==> src/rtl/vt_pkg.sv <==
package vt_pkg;

  typedef enum logic [1:0] {
    DIV1 = 2'd0,
    DIV2 = 2'd1,
    DIV4 = 2'd2,
    DIV8 = 2'd3
  } div_e;

  localparam int PRE_W = 3;

  localparam logic [3:0] VEC_NONE = 4'd0;
  localparam logic [3:0] VEC_WRAP = 4'd10;

  localparam int ADR_CTRL  = 0;
  localparam int ADR_COUNT = 1;
  localparam int ADR_IEN   = 2;
  localparam int ADR_IFLAG = 3;
  localparam int ADR_VEC   = 4;
  localparam int ADR_CMP   = 8;

  localparam int CTRL_RUN_BIT = 2;
  localparam int CTRL_CLR_BIT = 3;

endpackage

==> src/rtl/vt_prescaler.sv <==
module vt_prescaler
  import vt_pkg::*;
(
  input  logic clk,
  input  logic rst_n,
  input  logic run,
  input  logic clk_en,
  input  logic clr,
  input  div_e div,
  output logic tick
);

  logic [PRE_W-1:0] phase_q, phase_d, limit;

  always_comb begin
    unique case (div)
      DIV1:    limit = PRE_W'(0);
      DIV2:    limit = PRE_W'(1);
      DIV4:    limit = PRE_W'(3);
      default: limit = PRE_W'(7);
    endcase
  end

  always_comb begin
    phase_d = phase_q;
    tick    = 1'b0;
    if (clr) begin
      phase_d = '0;
    end else if (run && clk_en) begin
      if (phase_q >= limit) begin
        phase_d = '0;
        tick    = 1'b1;
      end else begin
        phase_d = phase_q + PRE_W'(1);
      end
    end
  end

  always_ff @(posedge clk or negedge rst_n) begin
    if (!rst_n) phase_q <= '0;
    else        phase_q <= phase_d;
  end

endmodule

==> src/rtl/vt_counter.sv <==
module vt_counter #(
  parameter int CNT_W  = 16,
  parameter int NUM_CH = 3
) (
  input  logic                         clk,
  input  logic                         rst_n,
  input  logic                         tick,
  input  logic                         clr,
  input  logic [NUM_CH-1:0][CNT_W-1:0] cmp,
  output logic [CNT_W-1:0]             cnt,
  output logic [NUM_CH-1:0]            hit,
  output logic                         wrap
);

  logic [CNT_W-1:0] cnt_q, cnt_d, step;
  logic             at_top;

  assign at_top = (cnt_q == cmp[0]);
  assign step   = at_top ? '0 : cnt_q + CNT_W'(1);
  assign wrap   = tick && at_top;

  for (genvar g = 0; g < NUM_CH; g++) begin : g_hit
    assign hit[g] = tick && (step == cmp[g]);
  end

  always_comb begin
    cnt_d = cnt_q;
    if (clr)       cnt_d = '0;
    else if (tick) cnt_d = step;
  end

  always_ff @(posedge clk or negedge rst_n) begin
    if (!rst_n) cnt_q <= '0;
    else        cnt_q <= cnt_d;
  end

  assign cnt = cnt_q;

endmodule

==> src/rtl/vt_flags.sv <==
module vt_flags
  import vt_pkg::*;
#(
  parameter int NUM_SRC = 4
) (
  input  logic               clk,
  input  logic               rst_n,
  input  logic [NUM_SRC-1:0] set_evt,
  input  logic [NUM_SRC-1:0] w1c,
  input  logic [NUM_SRC-1:0] en,
  input  logic               ack,
  input  logic               vec_rd,
  output logic [NUM_SRC-1:0] flags,
  output logic               irq_ded,
  output logic               irq_shr,
  output logic [3:0]         vec_code
);

  localparam int WRAP_IDX = NUM_SRC - 1;

  logic [NUM_SRC-1:0] flg_q, flg_d, pend, sel, clr_all;

  assign pend = flg_q & en;

  always_comb begin
    sel      = '0;
    vec_code = VEC_NONE;
    if (pend[WRAP_IDX]) begin
      sel[WRAP_IDX] = 1'b1;
      vec_code      = VEC_WRAP;
    end
    for (int i = WRAP_IDX - 1; i >= 1; i--) begin
      if (pend[i]) begin
        sel      = '0;
        sel[i]   = 1'b1;
        vec_code = 4'(2 * i);
      end
    end
  end

  always_comb begin
    clr_all    = w1c | (vec_rd ? sel : '0);
    clr_all[0] = clr_all[0] | ack;
    flg_d      = (flg_q & ~clr_all) | set_evt;
  end

  always_ff @(posedge clk or negedge rst_n) begin
    if (!rst_n) flg_q <= '0;
    else        flg_q <= flg_d;
  end

  assign flags   = flg_q;
  assign irq_ded = pend[0];
  assign irq_shr = |pend[WRAP_IDX:1];

endmodule

==> src/rtl/vec_timer.sv <==
module vec_timer
  import vt_pkg::*;
#(
  parameter int CNT_W  = 16,
  parameter int NUM_CH = 3,
  parameter int ADR_W  = 4
) (
  input  logic             clk,
  input  logic             rst_n,
  input  logic             clk_en,
  input  logic             reg_wr,
  input  logic             reg_rd,
  input  logic [ADR_W-1:0] reg_addr,
  input  logic [CNT_W-1:0] reg_wdata,
  output logic [CNT_W-1:0] reg_rdata,
  output logic             irq_cc0,
  input  logic             irq_cc0_ack,
  output logic             irq_shared
);

  localparam int NUM_SRC = NUM_CH + 1;
  localparam int DAT_W   = CNT_W;

  div_e                         div_q, div_d;
  logic                         run_q, run_d;
  logic [NUM_SRC-1:0]           ien_q, ien_d;
  logic [NUM_CH-1:0][CNT_W-1:0] cmp_q, cmp_d;

  logic               tick, clr, vec_rd, wrap;
  logic [CNT_W-1:0]   cnt;
  logic [NUM_CH-1:0]  hit;
  logic [NUM_SRC-1:0] set_evt, w1c, flags;
  logic [3:0]         vec_code;

  function automatic logic [DAT_W-1:0] src2word(input logic [NUM_SRC-1:0] s);
    logic [DAT_W-1:0] w;
    w            = '0;
    w[NUM_CH-1:0] = s[NUM_CH-1:0];
    w[DAT_W-1]   = s[NUM_CH];
    return w;
  endfunction

  function automatic logic [NUM_SRC-1:0] word2src(input logic [DAT_W-1:0] w);
    return {w[DAT_W-1], w[NUM_CH-1:0]};
  endfunction

  assign clr     = reg_wr && (reg_addr == ADR_W'(ADR_CTRL)) && reg_wdata[CTRL_CLR_BIT];
  assign vec_rd  = reg_rd && (reg_addr == ADR_W'(ADR_VEC));
  assign w1c     = (reg_wr && (reg_addr == ADR_W'(ADR_IFLAG))) ? word2src(reg_wdata) : '0;
  assign set_evt = {wrap, hit};

  always_comb begin
    div_d = div_q;
    run_d = run_q;
    ien_d = ien_q;
    cmp_d = cmp_q;
    if (reg_wr) begin
      if (reg_addr == ADR_W'(ADR_CTRL)) begin
        div_d = div_e'(reg_wdata[1:0]);
        run_d = reg_wdata[CTRL_RUN_BIT];
      end
      if (reg_addr == ADR_W'(ADR_IEN)) ien_d = word2src(reg_wdata);
      for (int i = 0; i < NUM_CH; i++) begin
        if (reg_addr == ADR_W'(ADR_CMP + i)) cmp_d[i] = reg_wdata;
      end
    end
  end

  always_ff @(posedge clk or negedge rst_n) begin
    if (!rst_n) begin
      div_q <= DIV1;
      run_q <= 1'b0;
      ien_q <= '0;
      cmp_q <= '0;
    end else begin
      div_q <= div_d;
      run_q <= run_d;
      ien_q <= ien_d;
      cmp_q <= cmp_d;
    end
  end

  always_comb begin
    reg_rdata = '0;
    if (reg_addr == ADR_W'(ADR_CTRL)) begin
      reg_rdata[1:0]          = div_q;
      reg_rdata[CTRL_RUN_BIT] = run_q;
    end
    if (reg_addr == ADR_W'(ADR_COUNT)) reg_rdata = cnt;
    if (reg_addr == ADR_W'(ADR_IEN))   reg_rdata = src2word(ien_q);
    if (reg_addr == ADR_W'(ADR_IFLAG)) reg_rdata = src2word(flags);
    if (reg_addr == ADR_W'(ADR_VEC))   reg_rdata = DAT_W'(vec_code);
    for (int i = 0; i < NUM_CH; i++) begin
      if (reg_addr == ADR_W'(ADR_CMP + i)) reg_rdata = cmp_q[i];
    end
  end

  vt_prescaler i_pre (
    .clk    (clk),
    .rst_n  (rst_n),
    .run    (run_q),
    .clk_en (clk_en),
    .clr    (clr),
    .div    (div_q),
    .tick   (tick)
  );

  vt_counter #(.CNT_W(CNT_W), .NUM_CH(NUM_CH)) i_cnt (
    .clk   (clk),
    .rst_n (rst_n),
    .tick  (tick),
    .clr   (clr),
    .cmp   (cmp_q),
    .cnt   (cnt),
    .hit   (hit),
    .wrap  (wrap)
  );

  vt_flags #(.NUM_SRC(NUM_SRC)) i_flg (
    .clk      (clk),
    .rst_n    (rst_n),
    .set_evt  (set_evt),
    .w1c      (w1c),
    .en       (ien_q),
    .ack      (irq_cc0_ack),
    .vec_rd   (vec_rd),
    .flags    (flags),
    .irq_ded  (irq_cc0),
    .irq_shr  (irq_shared),
    .vec_code (vec_code)
  );

endmodule

==> config.mk <==
export PLATFORM = sky130hd
export DESIGN_NAME = vec_timer
export DESIGN_NICKNAME = d
export VERILOG_FILES = /design/src/rtl/vt_pkg.sv /design/src/rtl/vt_prescaler.sv /design/src/rtl/vt_counter.sv /design/src/rtl/vt_flags.sv /design/src/rtl/vec_timer.sv
export SDC_FILE = /design/constraint.sdc
export NUM_CORES = 1
export LEC_CHECK = 0
export ABC_AREA = 1
export BUFFER_PORTS_ARGS = -buffer_cell sky130_fd_sc_hd__buf_4
export CAP_MARGIN = 20
export CORE_MARGIN = 10
export CORE_UTILIZATION = 49
export DETAILED_ROUTE_END_ITERATION = 6
export GPL_TIMING_DRIVEN = 0
export PLACE_DENSITY = 0.68
export SLEW_MARGIN = 15
export SYNTH_ARGS = -nofsm -noshare
export SYNTH_HDL_FRONTEND = slang
export SYNTH_SLANG_ARGS = --single-unit
==> constraint.sdc <==
create_clock -name clk -period 3.1 [get_ports clk]
set_clock_uncertainty 0.1 [all_clocks]
set_input_delay 0.465 -clock clk [delete_from_list [all_inputs] [get_ports clk]]
set_output_delay 0.465 -clock clk [all_outputs]
set_load 0.005 [all_outputs]
After elaboration in Yosys (flattened, before gate mapping):

Index checks and enable logic that the tools add are counted.

* input bits: 26
* output and inout bits: 18
* logic and storage cells: 76
* bits in registers: 78

* equal/unequal tests: 13
* add/subtract/negate cells: 2
* reductions and logical operators: 19
* bitwise operators: 6
* muxes and demuxes: 26
* order comparisons: 1

Operators with widths (number)
* $mux W16: 10
* $eq A16 B16 Y1: 4
* $mux W4: 7
* $add A16 B1 Y16 const B: 1
* $eq A4 B4 Y1 const B: 3
* $mux W3: 4
* $reduce_and A2 Y1: 5
* $logic_and A1 B1 Y1: 9
* $pmux W3 S3: 1
* $and A4 B4 Y4: 2
* $eq A4 B2 Y1 const B: 2
* $or A4 B4 Y4: 2
* $eq A4 B1 Y1 const B: 1
* $eq A4 B3 Y1 const B: 1
* $logic_not A4 Y1: 1
* $mux W1: 4
* $not A4 Y4: 1
* $reduce_bool A2 Y1: 2
* $add A3 B1 Y3 const B: 1
* $ge A3 B3 Y1: 1
* $reduce_or A3 Y1: 1
* $eq A2 B1 Y1 const B: 1
* $eq A2 B2 Y1 const B: 1
* $logic_not A2 Y1: 1
* $or A1 B1 Y1: 1

Longest topological paths before layout:

Gate-level depths: netlist of the first run.

* word-level depth: 10
* mapped depth: 16
* depth with buffers taken out: 15

Hierarchy:

Synthesis of the first run repeated with hierarchy kept, for this count alone.

* cell total of the unflattened synthesis: 802
* area, all modules: 5400.2 sq um

Modules (own cells, without submodules)
* vec_timer: cells each 337, times used 1, area each 2763.9 sq um
* vt_counter: cells each 395, times used 1, area each 2107.0 sq um
* vt_prescaler: cells each 36, times used 1, area each 281.5 sq um
* vt_flags: cells each 34, times used 1, area each 247.7 sq um

Worst setup path after synthesis of the first run:

OpenSTA, ideal clock, no wires.

* path kind: in2reg
* start point: in reg_addr[1]
* end point: reg i_cnt.cnt_q[10] (netlist: i_cnt.cnt[10])
* arrival time: 1675 ps
* setup slack: 1199 ps
* stages: 9
* library setup time: 126 ps
* data required time: 2874 ps
* cells stage by stage: nor2_1 -> nand2_1 -> nor2_1 -> inv_1 -> nor2_1 -> inv_1 -> nand2_1 -> buf_4 -> o22ai_1

* word-level cells in the longest chain between the ends: 5
* elaborated cells between the ends (all ways): 6
* those cells by class: 2 x mux; 4 x reduce/logical

RTL lines
* from (decl): line vec_timer.sv:13 `input logic [ADR_W-1:0] reg_addr,`
* $logic_not A4 Y1 (*): line vec_timer.sv:47 `assign clr = reg_wr && (reg_addr == ADR_W'(ADR_CTRL)) && reg_wdata[CTRL_CLR_BIT];`
* $logic_and A1 B1 Y1 (*) (2 in a row): line vec_timer.sv:47
* $mux W1: line vt_prescaler.sv:27 `if (clr) begin`
* $reduce_bool A2 Y1 (no line)
* to (signal assigned): line vt_counter.sv:34 `else cnt_q <= cnt_d;`
* to (decl): line vt_counter.sv:15 `logic [CNT_W-1:0] cnt_q, cnt_d, step;`

Mark *: on every way between the ends. The rest lies on a longest branch, timed or not.
A chain may end at the register's enable or synchronous reset.

Worst setup path in the final report of the first run:

* start point: in reg_addr[0]
* end point: out reg_rdata[3]

* word-level cells in the longest chain between the ends: 8
* elaborated cells between the ends (all ways): 14
* those cells by class: 7 x eq/ne; 7 x mux

RTL lines
* $eq A4 B1 Y1: line vec_timer.sv:89 `if (reg_addr == ADR_W'(ADR_COUNT)) reg_rdata = cnt;`
* $mux W16: line vec_timer.sv:89
* $mux W16: line vec_timer.sv:90 `if (reg_addr == ADR_W'(ADR_IEN)) reg_rdata = src2word(ien_q);`
* $mux W16: line vec_timer.sv:91 `if (reg_addr == ADR_W'(ADR_IFLAG)) reg_rdata = src2word(flags);`
* $mux W16: line vec_timer.sv:92 `if (reg_addr == ADR_W'(ADR_VEC)) reg_rdata = DAT_W'(vec_code);`
* $mux W16 (2 in a row): line vec_timer.sv:94 `if (reg_addr == ADR_W'(ADR_CMP + i)) reg_rdata = cmp_q[i];`
* $mux W16 (*): line vec_timer.sv:94
* to (decl): line vec_timer.sv:15 `output logic [CNT_W-1:0] reg_rdata,`

Marks and branches as above.

==> results.tsv, run 1 <==
stage	metric	value	unit
global_routing	Tot GR Track Use	22.98	%
clock_tree	latest clock arrival within the worst-skew pair	370	ps
detailed_routing	initial DRC count	582	
worst_setup_path	CP max-delay cell	clkbuf_1	
timing	worst hold slack	162.7	ps
worst_setup_path	Crit Path Category	in2out	
worst_setup_path	reg-to-reg startpoint	div_q[1]	
die	Core Box Area	9910	sq um
detailed_routing	vias post-DR	5267	
timing	final setup vio count	0	
yosys	Synth cell types	28	
timing	Max Fclk	377.3	MHz
pwr	Power Total	4.234	mW
global_routing	vias in the first global route	5063	
timing	Worst-Margin Slew	969.9	ps
detailed_routing	drt pass-1 iters	5	
clock_tree	hold-fix buffer count after cts	0	
worst_setup_path	r2r endpoint	i_cnt.cnt[10]	
die	Die W	121.4	um
yosys	Seq cells post-synth	78	
die	Die Y	121.4	um
place	count of buffers from port buffering	43	
pwr	Leak	2.935	nW
place	dpl hpwl	12640	um
worst_setup_path	Arrival @ worst endpoint	2090	ps
worst_setup_path	worst endpoint required time	2530	ps
yosys	sequential-to-total area share from yosys stat	38.71	%
yosys	syn avg cell area	6.732	sq um
die	Top Ports	44	
yosys	post-synth top area share	38.71	%
pwr	worst vdd ir	0.3947	mV
detailed_routing	final wirelength	16480	um
yosys	cell type with the largest total area after synthesis	dfrtp_1	
die	initial core utilization	50.88	%
detailed_routing	post-route ant nets	0	
layout	layout cells sized above 1	10.64	%
layout	Final #Nets	834	
clock_tree	Clock Tree Root	clkbuf_8	
timing	RSZ-0062 raised after global routing	false	
worst_setup_path	crit path launch type	input port	
timing	Slew Limit Fails	0	
run_status	outcome	finished clean	
place	GP Congestion	0.9724	
worst_setup_path	Crit path largest cell delay	480	ps
yosys	Synth Instances	749	
yosys	Most used DFF post-synth	dfrtp_1	
worst_setup_path	FF-to-FF setup slack	620	ps
run	Max-Cap Viols	0	
detailed_routing	post-DR wirelength/cell	17.52	um
clock_tree	CTS tree	built	
layout	final instance area	5762	sq um
global_routing	antenna violations before repair	0	
layout	antenna fix cells	0	
clock_tree	post-cts sizing count	0	
yosys	Ys Warns	0	
clock_tree	Num Clock Sinks	78	
worst_setup_path	ordered cell list for the critical path	buf_4, inv_1, nor2_1, nand2_1, clkbuf_1, inv_1, a21oi_1, o2111ai_1, buf_4	
yosys	ranking of synthesized cells by area	dfrtp_1, nand2_1, o21ai_0, inv_1, nor2_1	
worst_setup_path	Worst Reg-to-Reg Cells	10	
global_routing	largest net degree at the start of global routing	79	
global_routing	gr ovfl total	0	
layout	Area Growth Syn to Fin	14.27	%
timing	Rel. slew slack	35.34	%
clock_tree	Reg clk slew, reported paths	90	ps
place	placed cell count	925	
detailed_routing	DRC Markers	0	
worst_hold_path	HP Class	in2async	
die	Site Rows	36	
place	Cell Area, Placed	5532	sq um
yosys	FFs w/ async S/R, synth	100.0	%
worst_setup_path	endpoint class of the critical path	output pin	
clock_tree	H-tree Lvls	3	
yosys	Post-synth top cells	nand2_1, inv_1, dfrtp_1	
layout	fin cells	941	
yosys	syn nets	780	
die	Die ar.	14750	sq um
timing	final hold vios	0	
global_routing	first-pass GRT wire length	26580	um
clock_tree	clock buffer depth	2	
worst_setup_path	CP Max Fanout	10	
timing	min cycle time layout	2650	ps
clock_tree	CTS Buf Count	9	
timing	Setup TNS Final	0	ps
clock_tree	Setup Buffers After CTS	0	
yosys	Post-synth EDFFs	0	
detailed_routing	DR vias/cell	5.597	
pwr	pwr dens	734.8	nW/um^2
timing	Final Cycle Share	85.50	%
yosys	count leader, synth	nand2_1	
yosys	Synth Cell Area	5042	sq um
==> flip-flops by register name, summed over array words and instances (netlist names) <==
signal and cells:
cmp_q 48, i_cnt.cnt 16, i_flg.flags 4, ien_q 4, i_pre.phase_q 3, div_q 2
run_q 1
==> through the flow <==
stage | setup WS (ps) | util (%)
after floorplan | 1199 | -
after global placement | 532.7 | 55.82
final | 449.6 | 58.14
after CTS | 537.4 | 58.14
after detailed placement | 539.3 | 55.82
after global routing | 399.2 | 58.14
==> how the worst max path moves through the flow <==
| stage | start | end | depth (start not counted) |
|---|---|---|---|
| after floorplan | reg_addr[1] | i_cnt.cnt[10] | 9 |
| after global placement | reg_addr[0] | reg_rdata[15] | 9 |
| after detailed placement | reg_addr[0] | reg_rdata[3] | 9 |
| after CTS | reg_addr[0] | reg_rdata[15] | 9 |
| after global routing | reg_addr[0] | reg_rdata[15] | 9 |
| final | reg_addr[0] | reg_rdata[3] | 9 |
==> layout make-up <==
cell class              count  area, sq um
multi-input cells         564         2664
well taps                 133        166.4
clock inverters             6        92.59
plain buffers              19        96.34
inverters                  88        330.3
repair buffers             43        322.8
clock buffers              10        137.6
flip-flops and latches     78         1952
fillers                   980         4148
==> cells by family after synthesis <==
kind of cell    after synthesis  synth area share (%)
compound gates              132                 14.57
xor+xnor                     18                 3.127
fa+ha+maj                     5                 1.241
buf+inv                     107                 8.461
flops                        78                 38.71
simple gates                409                 33.90
==> cells in the final DEF, fill, tap and decap left out <==
cell | Yosys | final
nor2_1 | 65 | 65
buf_2 | 2 | 2
nand2_2 | 7 | 7
nor3_1 | 6 | 6
xor2_1 | 16 | 16
a21oi_1 | 21 | 21
clkinvlp_4 | 0 | 2
o22ai_1 | 25 | 25
clkbuf_1 | 13 | 13
nand4_1 | 4 | 4
inv_6 | 0 | 2
buf_6 | 2 | 2
a31oi_1 | 1 | 1
nor2_2 | 1 | 1
bufinv_16 | 0 | 2
inv_2 | 8 | 8
nand2_4 | 5 | 5
o21ai_0 | 73 | 73
buf_4 | 2 | 45
o211ai_1 | 3 | 3
o41ai_1 | 1 | 1
o221ai_1 | 2 | 2
clkinv_1 | 1 | 1
clkbuf_8 | 0 | 10
o2111ai_1 | 6 | 6
ha_1 | 5 | 5
dfrtp_1 | 78 | 78
nand3b_1 | 12 | 12
xnor2_1 | 2 | 2
nand2_1 | 266 | 266
inv_1 | 79 | 79
nand3_1 | 43 | 43
==> where the power goes <==
part | switching [mW] | total (mW) | internal [mW]
clock | 0.423 | 0.905 | 0.481
combinational | 1.07 | 1.71 | 0.648
sequential | 0.351 | 1.62 | 1.27
==> per-layer routing <==
metal / part of all wire (%) / up-vias / track usage (%) / wire (um)
li1: - / 2528 / - / -
met1: 45 / 2449 / 31.89 / 7378
met2: 43 / 268 / 34.07 / 7105
met3: 9.9 / 22 / 5.770 / 1626
met4: 2.3 / 0 / 7.452 / 371
met5: 0 / - / 0 / 0
==> worst max-delay path: cells and delay by family <==
family / cells / cell delay [ps]
buf+inv: 5 / 1070
compound gates: 2 / 380
simple gates: 2 / 150
Power figures use the tool's default switching activity.
==> run 2: changes to the inputs <==
- ABC_AREA: 1 -> unset
- PLACE_DENSITY: 0.68 -> 0.67
- clock period: 3.1 -> 2.5 ns (I/O delays scaled with it)
==> run 2 against run 1 <==
The flow now finishes with violations (DRC, setup timing). Sequential power is 20% higher. Largest power group is now registers. First-iteration DRC count is 50% higher. Setup slack worse by 590 ps. Via count is 4.6% lower. Register-to-register slack worse by 760 ps. Cell area is 14% higher. Total power is 9.3% higher. Critical path type is now reg2reg. Global-route usage hardly changed. Largest cell class unchanged. Core utilization is 5.7 points higher.
==> results.tsv, run 2 <==
stage	metric	value	unit
clock_tree	latest clock arrival within the worst-skew pair	370	ps
timing	RSZ-0062 raised after global routing	true	
worst_setup_path	CP Max Fanout	7	
layout	Final #Nets	661	
die	Die W	123.1	um
detailed_routing	vias post-DR	5023	
yosys	syn avg cell area	9.597	sq um
yosys	Ys Warns	0	
clock_tree	CTS tree	built	
place	GP Congestion	0.9577	
worst_setup_path	Crit Path Category	reg2reg	
layout	antenna fix cells	0	
yosys	syn nets	574	
run_status	failing checks	DRC, setup timing	
worst_setup_path	crit path launch type	flip-flop	
die	initial core utilization	50.48	%
detailed_routing	post-route ant nets	0	
yosys	count leader, synth	dfrtp_1	
global_routing	met3 usage	3.874	%
worst_setup_path	reg-to-reg startpoint	i_cnt.cnt[1]	
yosys	Post-synth top cells	dfrtp_1, mux2_2, nand2_1	
timing	worst hold slack	67.90	ps
pwr	worst vdd ir	0.4169	mV
yosys	ranking of synthesized cells by area	dfrtp_1, mux2_2, xnor2_1, o21ai_0, nand2_1	
yosys	Synth cell types	65	
timing	Setup TNS Final	-346.5	ps
yosys	Synth Instances	543	
clock_tree	clock buffer depth	2	
yosys	post-synth top area share	37.45	%
global_routing	largest net degree at the start of global routing	79	
worst_setup_path	Arrival @ worst endpoint	2840	ps
yosys	Seq cells post-synth	78	
place	dpl hpwl	12330	um
layout	Area Growth Syn to Fin	26.43	%
global_routing	GR peak layer	met2	
global_routing	vias in the first global route	4854	
pwr	Leak	2.714	nW
pwr	Net Sw Power	1.748	mW
place	placed cell count	721	
pwr	switch share	37.77	%
die	Site Rows	37	
detailed_routing	post-DR wirelength/cell	22.48	um
timing	min cycle time layout	2644	ps
detailed_routing	final wirelength	17310	um
clock_tree	Clock Tree Root	clkbuf_8	
yosys	Post-synth EDFFs	0	
pwr	Reg power frac	42.0	%
clock_tree	H-tree Lvls	3	
place	Cell Area, Placed	5697	sq um
yosys	Synth Cell Area	5211	sq um
place	count of buffers from port buffering	42	
global_routing	gr ovfl total	0	
place	post-place setup slack	-572.7	ps
global_routing	first-pass GRT wire length	27150	um
worst_setup_path	r2r endpoint	i_flg.flags[0]	
clock_tree	hold-fix buffer count after cts	0	
layout	commonest non-fill, non-tap cells in the layout	buf_4, dfrtp_1, mux2_2	
timing	Max Fclk	378.2	MHz
global_routing	antenna violations before repair	0	
worst_setup_path	endpoint class of the critical path	flip-flop	
pwr	pwr dens	702.5	nW/um^2
die	Top Ports	44	
detailed_routing	initial DRC count	871	
die	Die Y	123.1	um
clock_tree	CTS Buf Count	9	
layout	final instance area	6589	sq um
timing	Rel. slew slack	33.94	%
detailed_routing	DR vias/cell	6.523	
worst_hold_path	HP Class	in2async	
global_routing	Tot GR Track Use	22.98	%
worst_setup_path	Critical Path Start	i_cnt.cnt[1]	
timing	final hold vios	0	
yosys	FFs w/ async S/R, synth	100.0	%
worst_setup_path	worst endpoint required time	2690	ps
layout	layout cells sized above 1	36.75	%
layout	commonest non-fill, non-tap cell in the layout	buf_4	
layout	fin cells	770	
clock_tree	Reg clk slew, reported paths	90	ps
pwr	Power Total	4.629	mW
timing	Final Cycle Share	105.8	%
timing	Worst-Margin Slew	990.9	ps
worst_setup_path	critical path endpoint	i_flg.flags[0]	
global_routing	met1 GRT Util	30.97	%
layout	fillers	877	
yosys	cell type with the largest total area after synthesis	dfrtp_1	
timing	worst setup margin	-143.9	ps
yosys	sequential-to-total area share from yosys stat	37.45	%
worst_setup_path	FF-to-FF setup slack	-140	ps
layout	number of flip-flops in the largest register	48	
worst_setup_path	Worst Reg-to-Reg Cells	9	
detailed_routing	drt pass-1 iters	7	
layout	Biggest register	cmp_q	
pwr	Int Power	2.880	mW
layout	Core Util, Final	63.82	%
global_routing	M2 GR Usage	35.09	%
clock_tree	Num Clock Sinks	78	
die	Core Box Area	10320	sq um
run	Max-Cap Viols	0	
timing	Slew Limit Fails	0	
pwr	Comb power frac	37.3	%
pwr	clock network power share	20.7	%
detailed_routing	DRC Markers	3	
yosys	Most used DFF post-synth	dfrtp_1	
timing	final setup vio count	3	
run_status	outcome	finished, violations left	
die	Die ar.	15160	sq um
[run 2: logic make-up (layout without fill, tap and decap cells)]
kind of cell | after synthesis | count (layout) | share of synthesized area [%]
and+or+nand+nor | 169 | 169 | 18.54
DFF | 78 | 78 | 37.45
buffers and inverters | 46 | 137 | 3.625
AOI/OAI and AO/OA | 137 | 137 | 17.48
xor gates and xnor gates | 52 | 52 | 9.172
muxes | 56 | 56 | 12.53
adders and majority gates | 5 | 5 | 1.200
[run 2: critical path, stage by stage (launching register included)]
cell and delay [ps]:
dfrtp_2 450, ha_4 180, nand4_1 190, nor2_1 80
xnor2_1 730, nor2_1 110, xor2_1 200, a211oi_2 230
nand4_1 160, o21ai_1 160
[run 2: power groups by stage]
stage / Sequential, mW / Clock, mW / Combinational, mW
after floorplan: 1.78 / 0 / 0.987
after global placement: 1.92 / 0 / 1.29
after detailed placement: 1.93 / 0 / 1.34
after CTS: 1.92 / 0.970 / 1.52
after global routing: 1.97 / 1.03 / 1.89
final: 1.95 / 0.956 / 1.73
[run 2: area by class of cell]
cell class                      instances  area [sq um]  share of cell area, %
Sequential cell                        78          1963                  29.79
Multi-Input combinational cell        419          3396                  51.54
Inverter                               15         56.30                 0.8545
Tap cell                              136         170.2                  2.583
Clock inverter                          4         47.55                 0.7216
Timing Repair Buffer                   81         619.3                  9.400
Buffer                                 26         195.2                  2.962
Clock buffer                           11         141.4                  2.146
[run 2: timing repair]
item / 4_1_cts / 5_1_grt
endpoints found under the setup margin: 42 / 33
buffers inserted: 17 / 21
cloned: 0 / 1
gates resized for setup: 72 / 39
pin swaps: 19 / 20
[run 2: per-layer routing]
layer  routed length (um)  vias to the layer above
met4                  769                        0
li1                     -                     2206
met5                    0                        -
met3                 1448                       63
met1                 7148                     2478
met2                 7944                      276
[run 2: how the worst min path moves through the flow]
stage	start	to	slack, ps	depth (start not counted)
after floorplan	rst_n	cmp_q[0]	-20	0
after global placement	cmp_q[35]	cmp_q[35]	400	2
after detailed placement	cmp_q[35]	cmp_q[35]	400	2
after CTS	rst_n	i_cnt.cnt[11]	100	1
after global routing	rst_n	i_cnt.cnt[8]	150	1
final	rst_n	i_cnt.cnt[14]	70	1
==> run 3: changes to the inputs <==
- CAP_MARGIN: 20 -> unset
- TNS_END_PERCENT: unset -> 20
==> run 3 against run 2 <==
The run ends with setup timing left. Setup slack got worse by 27 ps. Cell area decreased by 0.34%. Count of clock-buffer cells in the layout unchanged. Largest power group unchanged.
==> results.tsv, run 3 (synthesis gave the netlist of run 2 again) <==
stage	metric	value	unit
pwr	pwr dens	704.3	nW/um^2
layout	Final #Nets	658	
worst_setup_path	crit path launch type	flip-flop	
global_routing	gr ovfl total	0	
timing	Rel. slew slack	34.40	%
clock_tree	hold-fix buffer count after cts	0	
worst_setup_path	ordered cell list for the critical path	ha_4, nand4_1, nor2_1, xnor2_1, nor2_1, xor2_1, a211oi_2, nand4_1, o21ai_1	
layout	commonest non-fill, non-tap cell in the layout	buf_4	
timing	Final Cycle Share	106.8	%
detailed_routing	vias post-DR	4946	
global_routing	antenna violations before repair	0	
clock_tree	Num Clock Sinks	78	
global_routing	first-pass GRT wire length	27160	um
place	count of buffers from port buffering	42	
place	GP Congestion	0.9577	
layout	Core Util, Final	63.60	%
detailed_routing	final wirelength	17190	um
die	initial core utilization	50.48	%
layout	commonest non-fill, non-tap cells in the layout	buf_4, dfrtp_1, mux2_2	
worst_setup_path	Crit path largest cell delay	750	ps
pwr	clock network power share	20.7	%
pwr	Reg power frac	42.1	%
pwr	Net Sw Power	1.741	mW
layout	number of flip-flops in the largest register	48	
pwr	worst vdd ir	0.4137	mV
clock_tree	H-tree Lvls	3	
clock_tree	clock buffer depth	2	
timing	Max Fclk	374.4	MHz
clock_tree	CTS Buf Count	9	
worst_setup_path	CP Max Fanout	7	
detailed_routing	DRC Markers	0	
worst_setup_path	Worst Reg-to-Reg Cells	9	
layout	fin cells	767	
clock_tree	CTS tree	built	
worst_setup_path	Arrival @ worst endpoint	2860	ps
timing	min cycle time layout	2671	ps
die	Die Y	123.1	um
pwr	Comb power frac	37.2	%
detailed_routing	post-DR wirelength/cell	22.41	um
layout	final instance area	6566	sq um
die	Site Rows	37	
worst_setup_path	Crit Path Category	reg2reg	
worst_setup_path	r2r endpoint	i_flg.flags[0]	
detailed_routing	post-route ant nets	0	
clock_tree	Reg clk slew, reported paths	90	ps
worst_setup_path	reg-to-reg startpoint	i_cnt.cnt[1]	
worst_setup_path	CP max-delay cell	xnor2_1	
die	Top Ports	44	
global_routing	largest net degree at the start of global routing	79	
run_status	outcome	finished, violations left	
place	placed cell count	721	
timing	final hold vios	0	
worst_setup_path	endpoint class of the critical path	flip-flop	
layout	Area Growth Syn to Fin	26.00	%
worst_setup_path	FF-to-FF setup slack	-170	ps
worst_setup_path	worst endpoint required time	2690	ps
layout	multi-input logic area	3403	sq um
pwr	Power Total	4.625	mW
detailed_routing	initial DRC count	805	
pwr	switch share	37.65	%
worst_hold_path	HP Class	in2async	
place	post-place setup slack	-572.7	ps
global_routing	Tot GR Track Use	22.98	%
timing	Worst-Margin Slew	983.9	ps
pwr	Int Power	2.884	mW
layout	sequential standard cell area	1963	sq um
die	Die W	123.1	um
layout	Biggest register	cmp_q	
clock_tree	Clock Tree Root	clkbuf_8	
place	dpl hpwl	12330	um
detailed_routing	DR vias/cell	6.449	
clock_tree	latest clock arrival within the worst-skew pair	360	ps
layout	fillers	881	
timing	RSZ-0062 raised after global routing	true	
pwr	Leak	2.694	nW
detailed_routing	drt pass-1 iters	6	
timing	worst hold slack	68.78	ps
timing	final setup vio count	4	
run_status	failing checks	setup timing	
timing	Slew Limit Fails	0	
layout	layout cells sized above 1	37.08	%
die	Core Box Area	10320	sq um
global_routing	vias in the first global route	4859	
worst_setup_path	Critical Path Start	i_cnt.cnt[1]	
timing	Setup TNS Final	-429.2	ps
die	Die ar.	15160	sq um
run	Max-Cap Viols	0	
timing	worst setup margin	-171.2	ps
place	Cell Area, Placed	5697	sq um
layout	antenna fix cells	0	
==> run 3: what timing repair did <==
item                       4_1_cts  5_1_grt
setup buffers                   17       18
setup endpoints to repair       42       34
pin swaps                       18       18
gates resized for setup         73       36
cloned                           0        0
==> run 3: final cells by class <==
type                            count  share of cell area [%]
Buffer                             27                   3.030
Clock buffer                       11                   2.153
Clock inverter                      4                  0.7241
Inverter                           15                  0.8575
Multi-Input combinational cell    419                   51.83
Sequential cell                    78                   29.90
Tap cell                          136                   2.591
Timing Repair Buffer               77                   8.918
==> run 3: per-layer routing <==
metal	track usage (%)	vias to the layer above	part of all wire, %
met5	0	-	0
met4	11.21	0	4.3
met3	3.874	52	7.8
met2	35.09	244	45
met1	30.97	2449	43
li1	-	2201	-
==> run 3: power by group through the flow <==
stage               sequential (mW)  combinational [mW]  clock (mW)
floorplan                      1.78               0.987           0
global placement               1.92                1.29           0
detailed placement             1.93                1.34           0
CTS                            1.92                1.52       0.970
global route                   1.97                1.89        1.03
finish                         1.95                1.72       0.957
==> run 3: how the worst max path moves through the flow <==
stage / cells past startpoint / slack, ps / endpoint
after global routing: 10 / -250 / i_flg.flags[1]
final: 9 / -170 / i_flg.flags[0]
after CTS: 10 / -110 / i_flg.flags[0]
after global placement: 9 / -560 / i_flg.flags[2]
after floorplan: 9 / 30 / i_flg.flags[2]
after detailed placement: 9 / -570 / i_flg.flags[1]
==> run 3: critical path: cells and delay by family (launching register included) <==
kind                       cells  cell delay, ps
AOI/OAI and AO/OA              2             380
adders and majority gates      1             180
DFF                            1             450
and+or+nand+nor                4             540
xor gates and xnor gates       2             950
